`src/rtl/gpio_regs_pkg.sv`:
```
package gpio_regs_pkg;

  // Word addresses of the register file
  localparam int ADR_LEVEL  = 0;
  localparam int ADR_SET    = 1;
  localparam int ADR_CLR    = 2;
  localparam int ADR_DIROUT = 3;
  localparam int ADR_DIRIN  = 4;

  typedef enum logic [2:0] {
    SEL_LEVEL,
    SEL_LATCH,
    SEL_DIROUT,
    SEL_DIRIN,
    SEL_ZERO
  } rdSel_e;

  // Strobes from control to datapath
  typedef struct packed {
    logic   setStb;
    logic   clrStb;
    logic   loadStb;
    logic   dirOutStb;
    logic   dirInStb;
    logic   rdStb;
    rdSel_e rdSel;
  } strobe_t;

endpackage

```
`src/rtl/gpio_regs_ctrl.sv`:
```
module gpio_regs_ctrl
  import gpio_regs_pkg::*;
#(
  parameter int ADDR_W    = 3,
  parameter bit HAS_CLEAR = 1'b1
) (
  input  logic [ADDR_W-1:0] addr,
  input  logic              wrEn,
  input  logic              rdEn,
  output strobe_t           stb
);

  always_comb begin
    stb       = '0;
    stb.rdSel = SEL_ZERO;
    stb.rdStb = rdEn;
    if (addr == ADDR_W'(ADR_LEVEL)) begin
      stb.rdSel = SEL_LEVEL;
    end else if (addr == ADDR_W'(ADR_SET)) begin
      stb.rdSel   = SEL_LATCH;
      stb.setStb  = wrEn && HAS_CLEAR;
      stb.loadStb = wrEn && !HAS_CLEAR;
    end else if (addr == ADDR_W'(ADR_CLR)) begin
      stb.clrStb = wrEn && HAS_CLEAR;
    end else if (addr == ADDR_W'(ADR_DIROUT)) begin
      stb.rdSel     = SEL_DIROUT;
      stb.dirOutStb = wrEn;
    end else if (addr == ADDR_W'(ADR_DIRIN)) begin
      stb.rdSel    = SEL_DIRIN;
      stb.dirInStb = wrEn;
    end
  end

endmodule

```
`src/rtl/gpio_regs_dp.sv`:
```
module gpio_regs_dp
  import gpio_regs_pkg::*;
#(
  parameter int WIDTH     = 32,
  parameter bit MIRROR    = 1'b1,
  parameter bit BYTE_SWAP = 1'b1
) (
  input  logic             clk,
  input  logic             rstN,
  input  strobe_t          stb,
  input  logic [WIDTH-1:0] wrData,
  input  logic [WIDTH-1:0] padIn,
  output logic [WIDTH-1:0] rdData,
  output logic [WIDTH-1:0] lineOut,
  output logic [WIDTH-1:0] lineOe
);

  localparam int NBYTES  = WIDTH / 8;
  localparam bit SWAP_EN = BYTE_SWAP && (WIDTH == 16 || WIDTH == 32);

  logic [WIDTH-1:0] wrReg, wrLine;
  logic [WIDTH-1:0] rdLine, rdReg, rdBus;
  logic [WIDTH-1:0] latchQ, dirQ, syncA, syncB, rdQ;
  logic [WIDTH-1:0] levelNow;

  // Bus order <-> register order
  generate
    if (SWAP_EN) begin : g_swap
      for (genvar b = 0; b < NBYTES; b++) begin : g_byte
        assign wrReg[b*8 +: 8] = wrData[(NBYTES-1-b)*8 +: 8];
        assign rdBus[b*8 +: 8] = rdReg[(NBYTES-1-b)*8 +: 8];
      end
    end else begin : g_noswap
      assign wrReg = wrData;
      assign rdBus = rdReg;
    end
  endgenerate

  // Register order <-> line order
  generate
    if (MIRROR) begin : g_mirror
      for (genvar n = 0; n < WIDTH; n++) begin : g_bit
        assign wrLine[n]         = wrReg[WIDTH-1-n];
        assign rdReg[WIDTH-1-n]  = rdLine[n];
      end
    end else begin : g_straight
      assign wrLine = wrReg;
      assign rdReg  = rdLine;
    end
  endgenerate

  always_ff @(posedge clk) begin
    if (!rstN) begin
      latchQ <= '0;
    end else if (stb.loadStb) begin
      latchQ <= wrLine;
    end else if (stb.setStb) begin
      latchQ <= latchQ | wrLine;
    end else if (stb.clrStb) begin
      latchQ <= latchQ & ~wrLine;
    end
  end

  always_ff @(posedge clk) begin
    if (!rstN) begin
      dirQ <= '0;
    end else if (stb.dirOutStb) begin
      dirQ <= wrLine;
    end else if (stb.dirInStb) begin
      dirQ <= ~wrLine;
    end
  end

  always_ff @(posedge clk) begin
    if (!rstN) begin
      syncA <= '0;
      syncB <= '0;
    end else begin
      syncA <= padIn;
      syncB <= syncA;
    end
  end

  assign levelNow = (dirQ & latchQ) | (~dirQ & syncB);

  always_comb begin
    case (stb.rdSel)
      SEL_LEVEL:  rdLine = levelNow;
      SEL_LATCH:  rdLine = latchQ;
      SEL_DIROUT: rdLine = dirQ;
      SEL_DIRIN:  rdLine = ~dirQ;
      default:    rdLine = '0;
    endcase
  end

  always_ff @(posedge clk) begin
    if (!rstN) begin
      rdQ <= '0;
    end else if (stb.rdStb) begin
      rdQ <= rdBus;
    end
  end

  assign rdData  = rdQ;
  assign lineOut = latchQ;
  assign lineOe  = dirQ;

endmodule

```
`src/rtl/gpio_regs.sv`:
```
module gpio_regs
  import gpio_regs_pkg::*;
#(
  parameter int WIDTH     = 32,
  parameter int ADDR_W    = 3,
  parameter bit HAS_CLEAR = 1'b1,
  parameter bit MIRROR    = 1'b1,
  parameter bit BYTE_SWAP = 1'b1
) (
  input  logic              clk,
  input  logic              rstN,
  input  logic [ADDR_W-1:0] addr,
  input  logic              wrEn,
  input  logic [WIDTH-1:0]  wrData,
  input  logic              rdEn,
  output logic [WIDTH-1:0]  rdData,
  input  logic [WIDTH-1:0]  padIn,
  output logic [WIDTH-1:0]  gpioOut,
  output logic [WIDTH-1:0]  gpioOe
);

  strobe_t stb;

  gpio_regs_ctrl #(
    .ADDR_W   (ADDR_W),
    .HAS_CLEAR(HAS_CLEAR)
  ) u_ctrl (
    .addr(addr),
    .wrEn(wrEn),
    .rdEn(rdEn),
    .stb (stb)
  );

  gpio_regs_dp #(
    .WIDTH    (WIDTH),
    .MIRROR   (MIRROR),
    .BYTE_SWAP(BYTE_SWAP)
  ) u_dp (
    .clk    (clk),
    .rstN   (rstN),
    .stb    (stb),
    .wrData (wrData),
    .padIn  (padIn),
    .rdData (rdData),
    .lineOut(gpioOut),
    .lineOe (gpioOe)
  );

endmodule

```
`config.mk`:
```
export PLATFORM = sky130hd
export DESIGN_NAME = gpio_regs
export DESIGN_NICKNAME = d
export VERILOG_FILES = /design/src/rtl/gpio_regs_pkg.sv /design/src/rtl/gpio_regs_ctrl.sv /design/src/rtl/gpio_regs_dp.sv /design/src/rtl/gpio_regs.sv
export SDC_FILE = /design/constraint.sdc
export NUM_CORES = 1
export LEC_CHECK = 0
export BUFFER_PORTS_ARGS = -buffer_cell sky130_fd_sc_hd__buf_2
export CAP_MARGIN = 20
export CORE_MARGIN = 4
export CORE_UTILIZATION = 48
export CTS_CLUSTER_SIZE = 28
export DETAILED_ROUTE_END_ITERATION = 8
export PLACE_DENSITY = 0.83
export SETUP_SLACK_MARGIN = 0.05
export SYNTH_ARGS = -nofsm -noshare
export SYNTH_HDL_FRONTEND = slang
export SYNTH_SLANG_ARGS = --single-unit
export TNS_END_PERCENT = 20
```
`constraint.sdc`:
```
create_clock -name clk -period 1.3 [get_ports clk]
set_input_delay 0.26 -clock clk [delete_from_list [all_inputs] [get_ports clk]]
set_output_delay 0.26 -clock clk [all_outputs]
set_load 0.05 [all_outputs]
```
==> impl_metrics.prom <==
# TYPE chip_impl_metric gauge
chip_impl_metric{name="drt_drc_violations_left",unit=""} 0
chip_impl_metric{name="clockPowerShare",unit="%"} 43.4
chip_impl_metric{name="clk-insertion-delay-late",unit="ps"} 430
chip_impl_info{name="grt_setup_unrepaired",value="true"} 1
chip_impl_info{name="timing.critical_path.cells",value="buf_6 -> buf_8"} 1
chip_impl_metric{name="drt_pass1_iterations",unit=""} 5
chip_impl_metric{name="io_pins",unit=""} 167
chip_impl_metric{name="ys_warn_count",unit=""} 0
chip_impl_info{name="criticalPathCategory",value="reg -> out"} 1
chip_impl_info{name="synth_flop_cell",value="sky130_fd_sc_hd__dfxtp_1"} 1
chip_impl_metric{name="wire_length_of_the_first_global_routing_pass",unit="mm"} 32.44
chip_impl_metric{name="grt_remaining_overflow",unit=""} 0
chip_impl_metric{name="yosys.cell_types.count",unit=""} 38
chip_impl_metric{name="timing.critical_path.arrival",unit="ps"} 1010
chip_impl_metric{name="vias_per_cell",unit=""} 5.806
chip_impl_metric{name="netlist_area_pre_place",unit="um2"} 6918
chip_impl_metric{name="ir_worst_vdd",unit="mV"} 0.9635
chip_impl_metric{name="die_area",unit="um2"} 16400
chip_impl_metric{name="finalWeightedCongestion",unit=""} 0.8265
chip_impl_metric{name="postSynthNetCount",unit=""} 749
chip_impl_metric{name="via_count_of_the_first_global_routing_pass",unit=""} 6121
chip_impl_metric{name="timing_max_transition_violations_final",unit=""} 0
chip_impl_metric{name="post-route-period-util",unit="%"} 97.51
chip_impl_metric{name="drt-total-wl",unit="mm"} 20.47
chip_impl_metric{name="worst-path-max-fanout",unit=""} 2
chip_impl_info{name="layout_common_cells",value="sky130_fd_sc_hd__dfxtp_1, sky130_fd_sc_hd__buf_2, sky130_fd_sc_hd__and2_1"} 1
chip_impl_metric{name="power_switching_share",unit="%"} 27.14
chip_impl_metric{name="worst_slew_pin_slew",unit="ps"} 439.1
chip_impl_metric{name="yosys_register_bits",unit=""} 160
chip_impl_metric{name="vertical_die_dimension",unit="um"} 128.1
chip_impl_metric{name="antenna_cells",unit=""} 0
chip_impl_metric{name="clk_pin_slew",unit="ps"} 70
chip_impl_metric{name="whs",unit="ps"} 28.66
chip_impl_metric{name="grt_usage",unit="%"} 25.09
chip_impl_metric{name="clock_skew",unit="ps"} 9.095
chip_impl_metric{name="detailed_router_s_first_iteration_violation_count",unit=""} 417
chip_impl_metric{name="fin_crit",unit="ps"} 1268
chip_impl_metric{name="antenna_found_initial",unit=""} 1
chip_impl_info{name="hold_class",value="in -> reg"} 1
chip_impl_metric{name="share_comb_of_total_power",unit="%"} 14.9
chip_impl_metric{name="synth_area_per_cell",unit="um2"} 10.20
chip_impl_metric{name="cp.required",unit="ps"} 1040
chip_impl_metric{name="max_stage_delay",unit="ps"} 330
chip_impl_metric{name="htree_num_levels",unit=""} 4
chip_impl_metric{name="grt_max_degree",unit=""} 65
chip_impl_metric{name="core",unit="um2"} 13990
chip_impl_metric{name="num_rows",unit=""} 43
chip_impl_info{name="status",value="finished clean"} 1
chip_impl_metric{name="post-dp-hpwl",unit="mm"} 12.67
chip_impl_metric{name="cellLeakagePower",unit="nW"} 3.659
chip_impl_info{name="crit_family",value="flip-flops"} 1
chip_impl_metric{name="pwr-share-seq",unit="%"} 41.8
chip_impl_metric{name="drt-wirelength-per-cell",unit="um"} 19.85
chip_impl_metric{name="setup_violations",unit=""} 0
chip_impl_info{name="tritoncts",value="yes"} 1
chip_impl_metric{name="starting_density",unit="%"} 49.45
chip_impl_metric{name="final_layout_size_suffix_gt1_share",unit="%"} 42.66
chip_impl_metric{name="final.setup.tns",unit="ps"} 0
chip_impl_metric{name="synthArstFlopShare",unit="%"} 0
chip_impl_metric{name="fmax",unit="MHz"} 788.9
chip_impl_info{name="clock_tree.root_cell",value="sky130_fd_sc_hd__clkbuf_16"} 1
chip_impl_metric{name="wp_buf_inv",unit=""} 2
chip_impl_metric{name="max-slew-margin-rel",unit="%"} 70.72
chip_impl_metric{name="pwr_density_cell",unit="nW/um2"} 1317
chip_impl_metric{name="tritoncts.num_buffers",unit=""} 17
chip_impl_metric{name="internal_power",unit="mW"} 9.161
chip_impl_metric{name="detail-route-antenna-nets",unit=""} 0
chip_impl_metric{name="total_via_count_after_detailed_routing",unit=""} 5986
chip_impl_metric{name="synth_seq_area_share",unit="%"} 46.30
chip_impl_metric{name="die_width",unit="um"} 128.1
chip_impl_metric{name="synth_enable_flop_cells",unit=""} 0
chip_impl_metric{name="port-buffer-count",unit=""} 166
chip_impl_metric{name="net_load_switching_power",unit="mW"} 3.412
chip_impl_metric{name="area_growth_syn_to_layout",unit="%"} 37.98
chip_impl_info{name="setup.worst_path.end_class",value="primary output"} 1
chip_impl_metric{name="hold_violations",unit=""} 0
chip_impl_info{name="layout_commonest_cell",value="sky130_fd_sc_hd__dfxtp_1"} 1
chip_impl_metric{name="max_cap_violations",unit=""} 0
chip_impl_metric{name="fin_nets",unit=""} 909
chip_impl_metric{name="cts.path.max_buffers",unit=""} 2
chip_impl_info{name="critical-path-slowest-cell",value="sky130_fd_sc_hd__dfxtp_2"} 1
chip_impl_info{name="timing.critical_path.from_type",value="flip-flop"} 1
chip_impl_metric{name="cts_num_sinks",unit=""} 160
chip_impl_metric{name="syn_inst",unit=""} 678
## synth_stat cells (all sizes together), types with 2 or more instances
cell type,number,area [um2]
and3b,2,17.52
dfxtp,160,3203
and2,64,400.4
clkbuf,26,98.84
inv,2,7.510
a21oi,50,250.2
a211oi,57,568.1
a211o,31,271.5
nand2b,38,237.7
xnor2,32,280.3
a221oi,7,67.56
a31oi,33,206.5
buf,39,302.8
nor2b,26,162.7
a22o,32,280.3
a21boi,6,45.04
nor4,31,193.9
or2,31,193.9
## logic make-up (layout without fill, tap and decap cells)
| kind of cell | count (synthesis) | after routing | synth area share [%] |
|---|---|---|---|
| mux | 2 | 2 | 0.4883 |
| buf+inv | 67 | 240 | 5.914 |
| simple gates | 198 | 198 | 18.16 |
| flops | 160 | 160 | 46.30 |
| xor+xnor | 33 | 33 | 4.449 |
| compound gates | 218 | 218 | 24.69 |
## cell type report
type,instances,area (um2)
Sequential cell,160,3343
Fill cell,1004,4443
Tap cell,180,225.2
Multi-Input combinational cell,451,3338
Inverter,2,7.507
Clock inverter,15,217.7
Timing Repair Buffer,206,1988
Clock buffer,17,425.4
## path summary, 6_finish.rpt
check	startpoint	to	slack, ps	cells past startpoint
setup / recovery	u_dp.lineOe[20]	gpioOe[20]	30	2
hold / removal	padIn[22]	u_dp.syncA[22]	30	2
setup reg to reg	u_dp.lineOe[20]	u_dp.rdData[19]	60	4
hold reg to reg	u_dp.syncA[11]	u_dp.syncB[11]	430	1
## routing by layer
metal / part of all wire, % / track usage [%] / up-vias
li1: - / - / 2798
met1: 41 / 30.97 / 2880
met4: 2.3 / 10.24 / 2
met2: 50 / 41.99 / 268
met5: 0.064 / 0 / -
met3: 7.4 / 6.167 / 38
## repair_timing
item | 4_1_cts | 5_1_grt
cloned | 0 | 0
hold buffers | 0 | 0
setup buffers | 3 | 0
setup endpoints to repair | 96 | 50
gates resized for setup | 267 | 8
## per-stage QoR
stage               instance area, um2  setup slack [ps]  total power [mW]  utilization [%]  cells
finish                            9545             32.36             12.57            68.24   1031
global route                      9545             12.92             12.96            68.24   1031
CTS                               9525             17.29             12.61            68.09   1031
detailed placement                8105            -269.2             7.028            57.94    996
global placement                  8105            -228.0             6.992            57.94    996
floorplan                         6975            -4.297             6.472                -    678
## power groups by stage
stage | clock (mW) | combinational, mW | sequential (mW)
2_1_floorplan | 0 | 0.811 | 5.66
3_3_place_gp | 0 | 1.66 | 5.34
3_5_place_dp | 0 | 1.69 | 5.34
4_1_cts | 5.52 | 1.85 | 5.25
5_1_grt | 5.71 | 1.99 | 5.27
6_report | 5.45 | 1.87 | 5.25
Note: power is estimated with default switching activity, not from simulation.
